`config.mk`:
```
export PLATFORM = sky130hd
export DESIGN_NAME = ddr3_pwrup_seq
export DESIGN_NICKNAME = d
export VERILOG_FILES = /design/src/rtl/ddrpu_pkg.sv /design/src/rtl/ddrpu_phase_timer.sv /design/src/rtl/ddrpu_pin_drive.sv /design/src/rtl/ddr3_pwrup_seq.sv
export SDC_FILE = /design/constraint.sdc
export NUM_CORES = 1
export LEC_CHECK = 0
export BUFFER_PORTS_ARGS = -buffer_cell sky130_fd_sc_hd__clkbuf_2
export CORE_MARGIN = 4
export CORE_UTILIZATION = 54
export DETAILED_ROUTE_END_ITERATION = 8
export PLACE_DENSITY = 0.76
export SLEW_MARGIN = 20
export SYNTH_ARGS = -nofsm -noshare
export SYNTH_HDL_FRONTEND = slang
export SYNTH_SLANG_ARGS = --single-unit
```
`constraint.sdc`:
```
create_clock -name clk -period 3 [get_ports clk]
set_clock_uncertainty 0.05 [all_clocks]
set_input_delay 0.3 -clock clk [delete_from_list [all_inputs] [get_ports clk]]
set_output_delay 0.3 -clock clk [all_outputs]
set_load 0.02 [all_outputs]
```
`src/rtl/ddrpu_pkg.sv`:
```
package ddrpu_pkg;

  typedef enum logic [2:0] {
    PH_IDLE,
    PH_RST_HOLD,
    PH_CKE_WAIT,
    PH_CKE_DLY,
    PH_INIT_KICK,
    PH_INIT_WAIT
  } ddrpu_phase_e;

  // Microseconds to whole clock cycles.
  function automatic longint unsigned us_to_cycles(longint unsigned us,
                                                   longint unsigned cyc_per_us);
    return us * cyc_per_us;
  endfunction

  // Programmable clock-enable delay in cycles.
  function automatic longint unsigned cke_extra_cycles(longint unsigned dly,
                                                       longint unsigned mult);
    return dly * mult;
  endfunction

endpackage

```
`src/rtl/ddrpu_phase_timer.sv`:
```
module ddrpu_phase_timer #(
  parameter int unsigned CNT_W = 8
) (
  input  logic             clk,
  input  logic             rst_n,
  input  logic             clr_i,
  output logic [CNT_W-1:0] cnt_o
);

  always_ff @(posedge clk) begin
    if (!rst_n)                cnt_o <= '0;
    else if (clr_i)            cnt_o <= '0;
    else if (cnt_o != '1)      cnt_o <= cnt_o + 1'b1;
  end

endmodule

```
`src/rtl/ddrpu_pin_drive.sv`:
```
module ddrpu_pin_drive #(
  parameter longint unsigned HOLD_CYC = 1
) (
  input  logic clk,
  input  logic rst_n,
  input  logic arm_i,
  input  logic release_i,
  input  logic cke_on_i,
  input  logic inv_i,
  output logic released_o,
  output logic mem_rst_o,
  output logic mem_cke_o
);

  logic rel_q, cke_q;

  always_ff @(posedge clk) begin
    if (!rst_n) begin
      rel_q <= 1'b0;
      cke_q <= 1'b0;
    end else if (arm_i) begin
      rel_q <= 1'b0;
      cke_q <= 1'b0;
    end else begin
      if (release_i) rel_q <= 1'b1;
      if (cke_on_i)  cke_q <= 1'b1;
    end
  end

  // Asserted level equals inv_i; released level is its complement.
  assign mem_rst_o  = inv_i ^ rel_q;
  assign mem_cke_o  = cke_q;
  assign released_o = rel_q;

  // Checker: cycles spent with reset asserted, saturating.
  logic [31:0] held_cnt;
  always_ff @(posedge clk) begin
    if (!rst_n)             held_cnt <= '0;
    else if (rel_q)         held_cnt <= '0;
    else if (held_cnt != '1) held_cnt <= held_cnt + 1'b1;
  end

  assert_reset_hold_min_R1: assert property (@(posedge clk) disable iff (!rst_n)
    $rose(rel_q) |-> (longint'(held_cnt) >= longint'(HOLD_CYC)));

  assert_cke_needs_release_R2: assert property (@(posedge clk) disable iff (!rst_n)
    cke_q |-> rel_q);

endmodule

```
`src/rtl/ddr3_pwrup_seq.sv`:
```
module ddr3_pwrup_seq
  import ddrpu_pkg::*;
#(
  parameter int unsigned CYC_PER_US  = 400,
  parameter int unsigned RST_HOLD_US = 200,
  parameter int unsigned CKE_WAIT_US = 500,
  parameter int unsigned TIMEOUT_US  = 1000000,
  parameter int unsigned CKE_MULT    = 2,
  parameter int unsigned DLY_W       = 17
) (
  input  logic             clk,
  input  logic             rst_n,
  input  logic             start_i,
  input  logic [DLY_W-1:0] cke_dly_i,
  input  logic             rst_inv_i,
  input  logic             init_done_i,
  output logic             mem_rst_o,
  output logic             mem_cke_o,
  output logic             init_start_o,
  output logic             busy_o,
  output logic             done_o,
  output logic             timeout_o
);

  localparam longint unsigned HOLD_CYC = us_to_cycles(RST_HOLD_US, CYC_PER_US);
  localparam longint unsigned WAIT_CYC = us_to_cycles(CKE_WAIT_US, CYC_PER_US);
  localparam longint unsigned TO_CYC   = us_to_cycles(TIMEOUT_US, CYC_PER_US);
  localparam longint unsigned DLY_MAX  = cke_extra_cycles((64'd1 << DLY_W) - 1, CKE_MULT);
  localparam longint unsigned MAX_AB   = (HOLD_CYC > WAIT_CYC) ? HOLD_CYC : WAIT_CYC;
  localparam longint unsigned MAX_CD   = (TO_CYC > DLY_MAX) ? TO_CYC : DLY_MAX;
  localparam longint unsigned CNT_MAX  = (MAX_AB > MAX_CD) ? MAX_AB : MAX_CD;
  localparam int unsigned     CNT_W    = $clog2(CNT_MAX + 1);

  ddrpu_phase_e     phase_q, phase_d;
  logic [DLY_W-1:0] dly_q;
  logic             done_q, err_q;
  logic [CNT_W-1:0] cnt, phase_len;
  logic             last;

  // Named internal events
  logic start_ok, rel_ev, cke_ev, done_ev, to_ev, phase_chg;
  logic released;

  ddrpu_phase_timer #(.CNT_W(CNT_W)) u_timer (
    .clk   (clk),
    .rst_n (rst_n),
    .clr_i (phase_chg),
    .cnt_o (cnt)
  );

  always_comb begin
    unique case (phase_q)
      PH_RST_HOLD:  phase_len = CNT_W'(HOLD_CYC);
      PH_CKE_WAIT:  phase_len = CNT_W'(WAIT_CYC);
      PH_CKE_DLY:   phase_len = CNT_W'(cke_extra_cycles(longint'(dly_q), CKE_MULT));
      PH_INIT_WAIT: phase_len = CNT_W'(TO_CYC);
      default:      phase_len = CNT_W'(1);
    endcase
  end

  assign last = ({1'b0, cnt} + 1'b1) == {1'b0, phase_len};

  always_comb begin
    phase_d = phase_q;
    unique case (phase_q)
      PH_IDLE:      if (start_i) phase_d = PH_RST_HOLD;
      PH_RST_HOLD:  if (last) phase_d = PH_CKE_WAIT;
      PH_CKE_WAIT:  if (last) phase_d = (dly_q == '0) ? PH_INIT_KICK : PH_CKE_DLY;
      PH_CKE_DLY:   if (last) phase_d = PH_INIT_KICK;
      PH_INIT_KICK: phase_d = PH_INIT_WAIT;
      PH_INIT_WAIT: if (init_done_i || last) phase_d = PH_IDLE;
      default:      phase_d = PH_IDLE;
    endcase
  end

  assign phase_chg = phase_d != phase_q;
  assign start_ok  = (phase_q == PH_IDLE) && start_i;
  assign rel_ev    = (phase_q == PH_RST_HOLD) && last;
  assign cke_ev    = (phase_d == PH_INIT_KICK) && (phase_q != PH_INIT_KICK);
  assign done_ev   = (phase_q == PH_INIT_WAIT) && init_done_i;
  assign to_ev     = (phase_q == PH_INIT_WAIT) && !init_done_i && last;

  always_ff @(posedge clk) begin
    if (!rst_n) begin
      phase_q <= PH_IDLE;
      dly_q   <= '0;
      done_q  <= 1'b0;
      err_q   <= 1'b0;
    end else begin
      phase_q <= phase_d;
      done_q  <= done_ev;
      if (start_ok) dly_q <= cke_dly_i;
      if (start_ok)   err_q <= 1'b0;
      else if (to_ev) err_q <= 1'b1;
    end
  end

  ddrpu_pin_drive #(.HOLD_CYC(HOLD_CYC)) u_pins (
    .clk        (clk),
    .rst_n      (rst_n),
    .arm_i      (start_ok),
    .release_i  (rel_ev),
    .cke_on_i   (cke_ev),
    .inv_i      (rst_inv_i),
    .released_o (released),
    .mem_rst_o  (mem_rst_o),
    .mem_cke_o  (mem_cke_o)
  );

  assign init_start_o = phase_q == PH_INIT_KICK;
  assign busy_o       = phase_q != PH_IDLE;
  assign done_o       = done_q;
  assign timeout_o    = err_q;

  // Checker counters: cycles since release, cycles since the kick.
  logic [31:0] rel_cnt, wait_cnt;
  always_ff @(posedge clk) begin
    if (!rst_n) begin
      rel_cnt  <= '0;
      wait_cnt <= '0;
    end else begin
      if (!released)           rel_cnt <= '0;
      else if (rel_cnt != '1)  rel_cnt <= rel_cnt + 1'b1;
      if (init_start_o)        wait_cnt <= '0;
      else if (wait_cnt != '1) wait_cnt <= wait_cnt + 1'b1;
    end
  end

  // both waits elapse in sequence before clock enable rises
  assert_cke_after_waits_R3: assert property (@(posedge clk) disable iff (!rst_n)
    $rose(mem_cke_o) |->
      (longint'(rel_cnt) >= longint'(WAIT_CYC) + longint'(cke_extra_cycles(longint'(dly_q), CKE_MULT))));

  assert_kick_single_R5: assert property (@(posedge clk) disable iff (!rst_n)
    init_start_o |=> !init_start_o);

  assert_kick_with_cke_R5: assert property (@(posedge clk) disable iff (!rst_n)
    init_start_o |-> mem_cke_o);

  assert_done_pulse_R6: assert property (@(posedge clk) disable iff (!rst_n)
    done_o |=> !done_o);

  assert_timeout_window_R7: assert property (@(posedge clk) disable iff (!rst_n)
    $rose(timeout_o) |-> (longint'(wait_cnt) >= longint'(TO_CYC)));

  assert_done_err_excl_R7: assert property (@(posedge clk) disable iff (!rst_n)
    !(done_o && timeout_o));

  assert_busy_holds_R8: assert property (@(posedge clk) disable iff (!rst_n)
    (busy_o && !done_ev && !to_ev) |=> busy_o);

endmodule

```
==> results.json, run 1 <==
{
  "pwr_density_cell_nw_per_um2": 382,
  "timing.max_slew.rel_slack_pct": 57.9,
  "postSynth.asyncResetShare_pct": 0,
  "die_w_um": 84.4,
  "worst_hold_class": "in -> reg",
  "maxCapViolations": 0,
  "antenna_cell_count": 0,
  "drt.antenna.violating_nets": 0,
  "path_max_fanout": 8,
  "cp.required_ns": 3.17,
  "cpMaxStageDelayCell": "sky130_fd_sc_hd__or3_4",
  "filler_cell_count": 458,
  "layout-drive-gt1-share_pct": 25.9,
  "timing.final.ws_setup_ns": 0.000770,
  "yosys.area.top_type_share_pct": 33.7,
  "placement_rows": 27,
  "grt_start_max_net_pins": 26,
  "design.portCount": 28,
  "worst_slew_pin_slew_ns": 0.630,
  "io_buffer_count": 27,
  "power_uw": 1490,
  "ys_top_cells_by_area": "sky130_fd_sc_hd__dfxtp_1 34%, sky130_fd_sc_hd__a21oi_1 8.9%, sky130_fd_sc_hd__xnor2_1 8.1%",
  "dpl.cell_count": 512,
  "layoutNonFillerInstCount": 528,
  "rsz0062_at_grt": "yes",
  "global_route.usage.met1_pct": 31.2,
  "synth_area_leader_cell": "sky130_fd_sc_hd__dfxtp_1",
  "first_pass_grt_wire_length_um": 14000,
  "design_area_um2": 3910,
  "synth-seq-cells": 53,
  "die_area_um2": 7120,
  "dieHeight_um": 84.4,
  "routedWlPerCell_um": 16.4,
  "cts_root_buffer": "sky130_fd_sc_hd__clkbuf_8",
  "post_synth_instance_area_um2": 3150,
  "cpPeakStageDelay_ns": 0.42,
  "synth_edf_count": 0,
  "leakage_uw": 0.00147,
  "synth.avg_cell_area_um2": 7.92,
  "worst_setup_path_start_kind": "flop",
  "cts_htree_levels": 2,
  "timing.final.setup_violations": 0,
  "post-route-drc-count": 0,
  "clkLatencyLatePin_ns": 0.32,
  "vias": 3133,
  "place_hpwl_um": 6070,
  "initial_core_util_pct": 56.5,
  "netlist_instances": 398,
  "syn2layout_area_growth_pct": 23.9,
  "cts_inserted_buffers": 5,
  "cts.sinks": 53,
  "fin_tns_setup_ns": 0,
  "clockBufferDepth": 2,
  "cts_tree": "done",
  "timing_worst_setup_path_type": "reg -> reg",
  "timing_max_transition_violations_final": 0,
  "first_pass_iters": 5,
  "crit_chain": "ha_4, nand3_4, or3_4, buf_4, nor4b_4, xnor2_2, o2bb2ai_1, nand4_1, nor4_4, buf_4, buf_6, nand2_2, a31o_1",
  "grt_overflow": 0,
  "via_per_instance_ratio": 5.93,
  "critical_path.most_common_cell": "sky130_fd_sc_hd__buf_4",
  "layout.cells.most_common": "sky130_fd_sc_hd__a21oi_1",
  "grt.met2_usage_pct": 40.2,
  "timing_hold_violations_final": 0,
  "synth_fp_nets": 421,
  "min_period_over_period_pct": 100,
  "end_kind": "flop",
  "max_freq_mhz": 333,
  "dpl_worst_slack_ns": -0.109,
  "synth_ff_type": "sky130_fd_sc_hd__dfxtp_1",
  "most-common-layout-cells": "56 x sky130_fd_sc_hd__a21oi_1, 53 x sky130_fd_sc_hd__nand2_1, 46 x sky130_fd_sc_hd__dfxtp_1",
  "detailedRoute.firstIterationViolations": 268,
  "nNetsFinal": 478,
  "global_route.usage.total_pct": 23.8,
  "outcome": "finished clean",
  "placement.cell_area_um2": 3580,
  "synth_sequential_area_ratio_pct": 33.7,
  "crit_arrival_ns": 3.17,
  "number_of_warning_messages_in_the_yosys_log": 0,
  "vdd_ir_drop_max_mv": 0.384,
  "synthDistinctLibCells": 58,
  "core_region_um2": 5570,
  "globalplace.congestion": 0.960,
  "antenna_found_initial": 0,
  "grt_most_used_layer": "met2",
  "grt_pass1_vias": 3013,
  "clock_pin_slew_of_the_registers_on_the_worst_case_setup_and_hold_paths_ns": 0.10,
  "final_routed_wirelength_across_all_metal_layers_um": 8650,
  "fin_crit_ns": 3.00,
  "gr_util_met3_pct": 4.02
}
==> what timing repair did <==
item / CTS / global route
setup endpoints to repair: 29 / 31
cloned: 0 / 1
hold buffers: 0 / 0
pin swaps: 5 / 19
buffers inserted: 3 / 4
gates resized for setup: 5 / 29
==> synthesized netlist by cell type (all sizes together) (2+ instances only) <==
| cell type | count |
|---|---|
| inv | 12 |
| or3 | 3 |
| nor2b | 3 |
| nor4 | 13 |
| nand2 | 54 |
| and2 | 3 |
| clkbuf | 14 |
| and3b | 2 |
| nor3 | 11 |
| nor4b | 4 |
| nand3 | 15 |
| nand4b | 3 |
| xnor3 | 3 |
| dfxtp | 53 |
| a31oi | 5 |
| nand4 | 11 |
| a21oi | 56 |
| a21o | 3 |
| nand2b | 5 |
| buf | 11 |
| o21ai | 8 |
| a31o | 2 |
| and3 | 6 |
| nor2 | 31 |
| xor2 | 15 |
| xnor2 | 29 |
| o41ai | 2 |
==> cells by family (layout without fill, tap and decap cells) <==
kind of cell               after synthesis  after routing  synth area share (%)
adders and majority gates                1              1                 0.397
buffers and inverters                   37             94                  5.24
xor gates and xnor gates                48             48                  15.1
and+or+nand+nor                        170            170                  28.7
DFF                                     53             53                  33.7
AOI/OAI and AO/OA                       88             89                  16.5
muxes                                    1              1                 0.318
==> worst max-delay path, delay by kind of cell (launching register included) <==
kind | cells | cell delay, ns
AND/OR/NAND/NOR | 6 | 1.35
adder cells (fa/ha/maj) | 1 | 0.15
buffers and inverters | 3 | 0.47
XOR/XNOR | 1 | 0.17
flip-flops | 1 | 0.38
AO/OA/AOI/OAI | 2 | 0.31
==> worst paths after layout <==
path	slack, ns	from	end	cells past startpoint
max	0.0008	u_timer.cnt_o[0]	phase_q[1]	13
min	0.14	cke_dly_i[16]	dly_q[16]	3
max reg2reg	0.0008	u_timer.cnt_o[0]	phase_q[1]	13
min reg2reg	0.43	dly_q[11]	dly_q[11]	2
==> layout make-up <==
cell class	instances	area, um^2	area share [%]
inverter	12	45.0	1.15
clock inverter	2	16.3	0.417
multi-input combinational	309	2100	53.8
clock buffer	6	82.6	2.11
tap	72	90.1	2.31
timing repair buffer	74	495	12.7
sequential	53	1070	27.5
==> power breakdown <==
part | internal [uW] | switching (uW)
logic | 121 | 159
clock network | 191 | 264
registers | 728 | 27.7
total | 1040 | 451
==> sequential cells by signal, indices dropped and copies added, names as in the netlist <==
name and flops:
dly_q 17, done_o 1, phase_q 3, timeout_o 1
u_pins.mem_cke_o 1, u_pins.released_o 1, u_timer.cnt_o 29
==> metal layers <==
metal  wire length [um]  vias to the layer above  share of wire, %
met4                267                        0               3.1
met5                  0                        -                 0
met1               3640                     1477                42
li1                   -                     1519                 -
met3                517                       27               6.0
met2               4230                      110                49
==> through the flow <==
stage               utilization, %  hold slack, ns
finish                        70.1           0.142
global route                  70.1           0.138
CTS                           66.9           0.140
detailed placement            64.2           0.414
global placement              64.2           0.409
floorplan                        -           0.385
Note: power is estimated with default switching activity, not from simulation.
==> run 2, diff against run 1 <==
--- a/config.mk
+++ b/config.mk
@@ -7,9 +7,10 @@
 export LEC_CHECK = 0
 export BUFFER_PORTS_ARGS = -buffer_cell sky130_fd_sc_hd__clkbuf_2
 export CORE_MARGIN = 4
-export CORE_UTILIZATION = 54
+export CORE_UTILIZATION = 55
+export CTS_BUF_LIST = sky130_fd_sc_hd__clkbuf_8
 export DETAILED_ROUTE_END_ITERATION = 8
-export PLACE_DENSITY = 0.76
+export PLACE_DENSITY = 0.77
 export SLEW_MARGIN = 20
 export SYNTH_ARGS = -nofsm -noshare
 export SYNTH_HDL_FRONTEND = slang
==> run 2 against run 1 <==
  * The flow now finishes with violations (negative setup slack)
  * Maximum frequency is 0.59% lower
  * Global-route usage is 0.27 points lower
  * Utilization hardly changed
  * Setup slack worse by 0.018 ns
  * Total power is 4.3% higher
  * Sequential power hardly changed
  * Critical endpoint unchanged
==> results.json, run 2 (synthesis results as in run 1) <==
{
  "outcome": "complete, but fails checks",
  "failed_checks": "negative setup slack",
  "seqCellArea_um2": 1080,
  "die_area_um2": 7010,
  "p_sw_uw": 448,
  "critical_path.most_common_cell": "sky130_fd_sc_hd__or3_4",
  "leakage_uw": 0.00144,
  "r2r_setup_slk_ns": -0.02,
  "routedWlPerCell_um": 15.9,
  "via_per_instance_ratio": 5.88,
  "clock_power_share_pct": 32.9,
  "worst_slew_pin_slew_ns": 0.622,
  "grt_pass1_vias": 2975,
  "nNetsFinal": 474,
  "place_hpwl_um": 6110,
  "initial_core_util_pct": 56.9,
  "filler_cell_count": 475,
  "design.portCount": 28,
  "timing_hold_violations_final": 0,
  "grt_most_used_layer": "met2",
  "die_w_um": 83.7,
  "crit_chain": "nand3_4, or3_4, or3_4, o41ai_4, nand4b_1, nor4_4, buf_4, nand2_2, a31o_1",
  "placement.cell_area_um2": 3550,
  "timing_worst_setup_path_type": "reg -> reg",
  "syn2layout_area_growth_pct": 23.1,
  "cts.sinks": 53,
  "post-route-drc-count": 0,
  "combinational_share_of_power_pct": 18.4,
  "max_freq_mhz": 331,
  "dpl_worst_slack_ns": -0.0889,
  "fin_crit_ns": 3.02,
  "dieHeight_um": 83.7,
  "grt_start_max_net_pins": 26,
  "global_route.usage.total_pct": 23.5,
  "switching_share_pct": 28.8,
  "gr_util_met3_pct": 4.05,
  "timing_max_transition_violations_final": 0,
  "biggestRegsByFlops": "u_timer.cnt_o: 29 flops, dly_q: 17 flops, phase_q: 3 flops",
  "worstSetupStartpoint": "u_timer.cnt_o[8]",
  "critical_path.reg2reg.endpoint": "phase_q[1]",
  "worstRegToRegCells": 9,
  "maxCapViolations": 0,
  "vdd_ir_drop_max_mv": 0.351,
  "cts_root_buffer": "sky130_fd_sc_hd__clkbuf_8",
  "layout.cells.most_common": "sky130_fd_sc_hd__nand2_1",
  "hold_buffers": 0,
  "cpMaxStageDelayCell": "sky130_fd_sc_hd__dfxtp_1",
  "first_pass_grt_wire_length_um": 13700,
  "multi_input_area_um2": 2100,
  "cts_inserted_buffers": 5,
  "timing.max_slew.rel_slack_pct": 58.4,
  "power_uw": 1560,
  "timing.final.setup_violations": 1,
  "timing.final.ws_setup_ns": -0.0172,
  "critical_path.reg2reg.startpoint": "u_timer.cnt_o[8]",
  "placement_rows": 27,
  "core_region_um2": 5540,
  "largest_register_ffs": 29,
  "global_route.usage.met1_pct": 29.8,
  "finalCoreUtilization_pct": 70.0,
  "globalplace.congestion": 0.933,
  "crit_arrival_ns": 3.18,
  "worst_slack_on_hold_paths_ns": 0.140,
  "design_area_um2": 3880,
  "detailedRoute.firstIterationViolations": 182,
  "antenna_found_initial": 0,
  "vias": 3079,
  "cpPeakStageDelay_ns": 0.44,
  "layout-drive-gt1-share_pct": 26.5,
  "antenna_cell_count": 0,
  "rsz0062_at_grt": "yes",
  "cp.required_ns": 3.16,
  "path_max_fanout": 8,
  "drt.antenna.violating_nets": 0,
  "grt.met2_usage_pct": 40.8,
  "cts_htree_levels": 2,
  "timing.critical_path.to": "phase_q[1]",
  "io_buffer_count": 27,
  "seq_power_share_pct": 48.7,
  "pwr_density_cell_nw_per_um2": 401,
  "worst_hold_class": "in -> reg",
  "cts_tree": "done",
  "most-common-layout-cells": "53 x sky130_fd_sc_hd__nand2_1, 46 x sky130_fd_sc_hd__a21oi_1, 45 x sky130_fd_sc_hd__dfxtp_1",
  "final_routed_wirelength_across_all_metal_layers_um": 8340,
  "clkLatencyLatePin_ns": 0.32,
  "first_pass_iters": 4,
  "clockBufferDepth": 2,
  "end_kind": "flop",
  "grt_overflow": 0,
  "worst_setup_path_start_kind": "flop",
  "regMostFlops": "u_timer.cnt_o",
  "internal_power_uw": 1110,
  "min_period_over_period_pct": 101,
  "clock_pin_slew_of_the_registers_on_the_worst_case_setup_and_hold_paths_ns": 0.10
}
==> run 2: cell types whose count changed in the layout (fill, tap and decap cells not counted), moves of 3 or more <==
cell                      delta
sky130_fd_sc_hd__a21oi_1    -10
sky130_fd_sc_hd__a21oi_2    +10
sky130_fd_sc_hd__buf_4       -3
sky130_fd_sc_hd__nor2_2      +3
==> run 2: per-layer routing <==
metal	wire [um]	up-vias
met3	434	14
li1	-	1514
met1	3690	1460
met5	0	-
met4	164	0
met2	4050	91
==> run 2: worst min-delay path by stage <==
| stage | depth (start not counted) | slack [ns] | from | end |
|---|---|---|---|---|
| after floorplan | 1 | 0.38 | rst_n | phase_q[1] |
| after global placement | 2 | 0.41 | dly_q[16] | dly_q[16] |
| after detailed placement | 2 | 0.41 | dly_q[16] | dly_q[16] |
| after CTS | 3 | 0.13 | cke_dly_i[1] | dly_q[1] |
| after global routing | 3 | 0.14 | cke_dly_i[7] | dly_q[7] |
| final | 3 | 0.14 | cke_dly_i[9] | dly_q[9] |
==> run 2: what timing repair did <==
action                                  in CTS  in global routing
resized for setup                            4                 32
gates cloned                                 0                  2
pin swaps                                    0                 16
endpoints found under the setup margin      31                 31
setup buffers                                0                  6
==> run 2: final cells by class <==
class / count / area share, %
Clock buffer: 5 / 1.77
Clock inverter: 3 / 1.23
Inverter: 12 / 1.16
Multi-Input combinational cell: 310 / 54.2
Sequential cell: 53 / 27.7
Tap cell: 72 / 2.32
Timing Repair Buffer: 69 / 11.6
==> run 2: critical path, delay by kind of cell (launching register included) <==
family                 cells  cell delay [ns]
AND/OR/NAND/NOR            6             1.60
flip-flops                 1             0.44
AO/OA/AOI/OAI              2             0.60
buffers and inverters      1             0.22
==> run 2: through the flow <==
stage / setup TNS, ns / cells
final: -0.0172 / 524
after global routing: -2.51 / 524
after CTS: 0 / 516
after detailed placement: -1.82 / 508
after global placement: -2.23 / 508
after floorplan: 0 / 398
==> run 2: power groups by stage <==
stage / clock network [uW] / logic, uW / registers (uW)
final: 512 / 286 / 757
after global routing: 549 / 318 / 761
after CTS: 523 / 257 / 756
after detailed placement: 0 / 255 / 773
after global placement: 0 / 251 / 771
after floorplan: 0 / 192 / 761
==> run 3, diff against run 2 <==
--- a/config.mk
+++ b/config.mk
@@ -5,6 +5,7 @@
 export SDC_FILE = /design/constraint.sdc
 export NUM_CORES = 1
 export LEC_CHECK = 0
+export ABC_AREA = 1
 export BUFFER_PORTS_ARGS = -buffer_cell sky130_fd_sc_hd__clkbuf_2
 export CORE_MARGIN = 4
 export CORE_UTILIZATION = 55
==> run 3 against run 2 <==
  * The run now ends clean
  * Global-route usage is 2.2 points higher
  * Sequential power is 4.9% higher
  * Combinational power rose by 93%
  * Critical path type unchanged
  * Area after synthesis rose by 14%
  * Via count is 26% higher
  * Largest power group unchanged
  * Non-clock buffer count down 24
  * Highest routed layer unchanged
  * Total power is 16% higher
  * Sequential share of layout area down 1.6 points
  * First-iteration DRC count increased by 110%
==> results.json, run 3 <==
{
  "timing_max_transition_violations_final": 0,
  "syn2layout_area_growth_pct": 15.5,
  "layout-drive-gt1-share_pct": 18.3,
  "die_area_um2": 7870,
  "internal_power_uw": 1130,
  "synthDistinctLibCells": 29,
  "yosys-top-cells-count": "195 x sky130_fd_sc_hd__nand2_1, 88 x sky130_fd_sc_hd__nor2_1, 85 x sky130_fd_sc_hd__inv_1, 53 x sky130_fd_sc_hd__dfxtp_1, 51 x sky130_fd_sc_hd__nand3_1",
  "synth.avg_cell_area_um2": 5.86,
  "dieHeight_um": 88.7,
  "vdd_ir_drop_max_mv": 0.381,
  "placement.cell_area_um2": 3810,
  "worst_slew_pin_slew_ns": 0.511,
  "synth_area_leader_cell": "sky130_fd_sc_hd__dfxtp_1",
  "main_combinational_cell_family_by_area_after_synthesis": "simple AND/OR/NAND/NOR gates",
  "routedWlPerCell_um": 13.4,
  "clock_power_share_pct": 25.3,
  "vias": 3878,
  "hold_buffers": 0,
  "yosys.area.top_type_share_pct": 29.6,
  "regMostFlops": "u_timer.cnt_o",
  "grt_start_max_net_pins": 35,
  "complex_gate_fraction_of_the_synthesized_area_pct": 9.67,
  "detailedRoute.firstIterationViolations": 380,
  "global_route.usage.total_pct": 25.6,
  "synth_sequential_area_ratio_pct": 29.6,
  "grt_overflow": 0,
  "cp.required_ns": 3.17,
  "switching_share_pct": 37.3,
  "cts_inserted_buffers": 5,
  "layout.cells.most_common": "sky130_fd_sc_hd__nand2_1",
  "netlist_instances": 611,
  "leakage_uw": 0.00178,
  "post_synth_and_or_nand_nor_area_fraction_pct": 48.7,
  "timing.max_slew.rel_slack_pct": 65.6,
  "outcome": "finished clean",
  "nNetsFinal": 674,
  "cts_htree_levels": 2,
  "initial_core_util_pct": 56.4,
  "timing.final.setup_violations": 0,
  "post_synth_instance_area_um2": 3580,
  "fin_crit_ns": 2.83,
  "worst_slack_on_hold_paths_ns": 0.177,
  "synth-adder-area-share_pct": 0.349,
  "design.portCount": 28,
  "cts_root_buffer": "sky130_fd_sc_hd__clkbuf_8",
  "placement_rows": 29,
  "timing_hold_violations_final": 0,
  "hold-path-cell-count": 3,
  "globalplace.congestion": 0.947,
  "max_freq_mhz": 353,
  "final_routed_wirelength_across_all_metal_layers_um": 9780,
  "number_of_warning_messages_in_the_yosys_log": 0,
  "yosys.cell_count.top_type": "sky130_fd_sc_hd__nand2_1",
  "first_pass_iters": 5,
  "largest_register_ffs": 29,
  "worst_setup_path_start_kind": "flop",
  "maxCapViolations": 0,
  "antenna_found_initial": 0,
  "place_hpwl_um": 7530,
  "yosys-mux-area-fraction_pct": 0,
  "end_kind": "flop",
  "seq_power_share_pct": 44.1,
  "ys_top_cells_by_area": "sky130_fd_sc_hd__dfxtp_1 30%, sky130_fd_sc_hd__nand2_1 20%, sky130_fd_sc_hd__nor2_1 9.2%",
  "core_region_um2": 6350,
  "clkLatencyLatePin_ns": 0.33,
  "p_sw_uw": 671,
  "design_area_um2": 4140,
  "combinational_share_of_power_pct": 30.6,
  "clockBufferDepth": 2,
  "worstSetupStartpoint": "phase_q[0]",
  "via_per_instance_ratio": 5.32,
  "worstRegToRegCells": 18,
  "min_period_over_period_pct": 94.4,
  "clock_pin_slew_of_the_registers_on_the_worst_case_setup_and_hold_paths_ns": 0.11,
  "io_buffer_count": 27,
  "biggestRegsByFlops": "u_timer.cnt_o: 29 flops, dly_q: 17 flops, phase_q: 3 flops",
  "drt.antenna.violating_nets": 0,
  "timing_worst_setup_path_type": "reg -> reg",
  "worst_hold_class": "in -> reg",
  "path_max_fanout": 9,
  "fin_tns_setup_ns": 0,
  "pwr_density_cell_nw_per_um2": 435,
  "critical_path.reg2reg.startpoint": "phase_q[0]",
  "post-route-drc-count": 0,
  "first_pass_grt_wire_length_um": 15600,
  "synth_fp_nets": 634,
  "die_w_um": 88.7,
  "crit_arrival_ns": 3.00,
  "layoutNonFillerInstCount": 729,
  "cts.sinks": 53,
  "synth_ff_type": "sky130_fd_sc_hd__dfxtp_1",
  "postSynth.asyncResetShare_pct": 0,
  "synth-seq-cells": 53,
  "synth_edf_count": 0,
  "antenna_cell_count": 0,
  "min-delay-start": "init_done_i",
  "grt_pass1_vias": 3412,
  "cts_tree": "done",
  "dpl.cell_count": 711,
  "post_synth_xor_xnor_area_pct": 0.489,
  "most-common-layout-cells": "188 x sky130_fd_sc_hd__nand2_1, 85 x sky130_fd_sc_hd__inv_1, 82 x sky130_fd_sc_hd__nor2_1"
}
## run 3: cell types whose count changed in the layout (fill, tap and decap cells not counted), sizes merged, moves of 25 or more
cell   previous run  this run
buf              42        17
inv              14        89
nand2            54       200
nand3            15        54
nor2             31       112
xnor2            29         0
## run 3: power groups by stage
stage	clock network [uW]	logic, uW	registers, uW
global placement	0	461	798
detailed placement	0	478	801
global route	493	612	800
CTS	460	481	784
floorplan	0	374	789
finish	455	551	794
## run 3: repair_timing
action	in CTS	in global routing
setup endpoints to repair	0	29
setup buffers	0	9
resized for setup	0	44
## run 3: through the flow
| stage | total power [uW] | util, % | setup WS (ns) |
|---|---|---|---|
| 6_report | 1800 | 65.2 | 0.167 |
| 5_1_grt | 1900 | 65.2 | -0.0379 |
| 3_5_place_dp | 1280 | 60.1 | 0.118 |
| 2_1_floorplan | 1160 | - | 0.476 |
| 3_3_place_gp | 1260 | 60.1 | 0.267 |
| 4_1_cts | 1730 | 61.6 | 0.0691 |
## run 3: worst paths after layout
path	endpoint	slack, ns
max	u_timer.cnt_o[26]	0.17
min reg2reg	timeout_o	0.42
max reg2reg	u_timer.cnt_o[26]	0.17
min	done_o	0.18
## run 3: critical path: stages, from the launching register on
cell,delay [ns]
sky130_fd_sc_hd__dfxtp_1,0.43
sky130_fd_sc_hd__inv_2,0.11
sky130_fd_sc_hd__nor2_1,0.22
sky130_fd_sc_hd__o21ai_0,0.26
sky130_fd_sc_hd__nand2_1,0.14
sky130_fd_sc_hd__nand2_1,0.08
sky130_fd_sc_hd__nor2_1,0.10
sky130_fd_sc_hd__nand2_1,0.07
sky130_fd_sc_hd__nor2_1,0.09
sky130_fd_sc_hd__nand2_1,0.07
sky130_fd_sc_hd__nor2_2,0.14
sky130_fd_sc_hd__nand2_2,0.12
sky130_fd_sc_hd__a21boi_0,0.22
sky130_fd_sc_hd__nand2_1,0.11
sky130_fd_sc_hd__nand2_1,0.07
sky130_fd_sc_hd__nand2_1,0.08
sky130_fd_sc_hd__nand3_4,0.14
sky130_fd_sc_hd__clkbuf_16,0.21
sky130_fd_sc_hd__nor2_4,0.03
## run 3: routing by layer
layer  vias to the layer above  part of all wire (%)  global-route usage (%)
li1                       1993                     -                       -
met1                      1712                    44                    33.7
met2                       157                    47                    42.0
met3                        16                   6.8                    4.75
met4                         0                   1.7                    8.79
met5                         -                     0                       0
## run 3: final cells by class
type                    instances  area (um^2)
clock inverters                 3         28.8
inverters                      87          327
fillers                       576         2210
multi-input cells             459         2230
flip-flops and latches         53         1080
well taps                      77         96.3
clock buffers                   5         68.8
repair buffers                 45          308
## run 3: logic make-up (layout without fill, tap and decap cells)
| family | count (synthesis) | count (layout) |
|---|---|---|
| adder cells (fa/ha/maj) | 1 | 1 |
| AO/OA/AOI/OAI | 68 | 68 |
| XOR/XNOR | 2 | 2 |
| flip-flops | 53 | 53 |
| AND/OR/NAND/NOR | 388 | 388 |
| buffers and inverters | 99 | 140 |
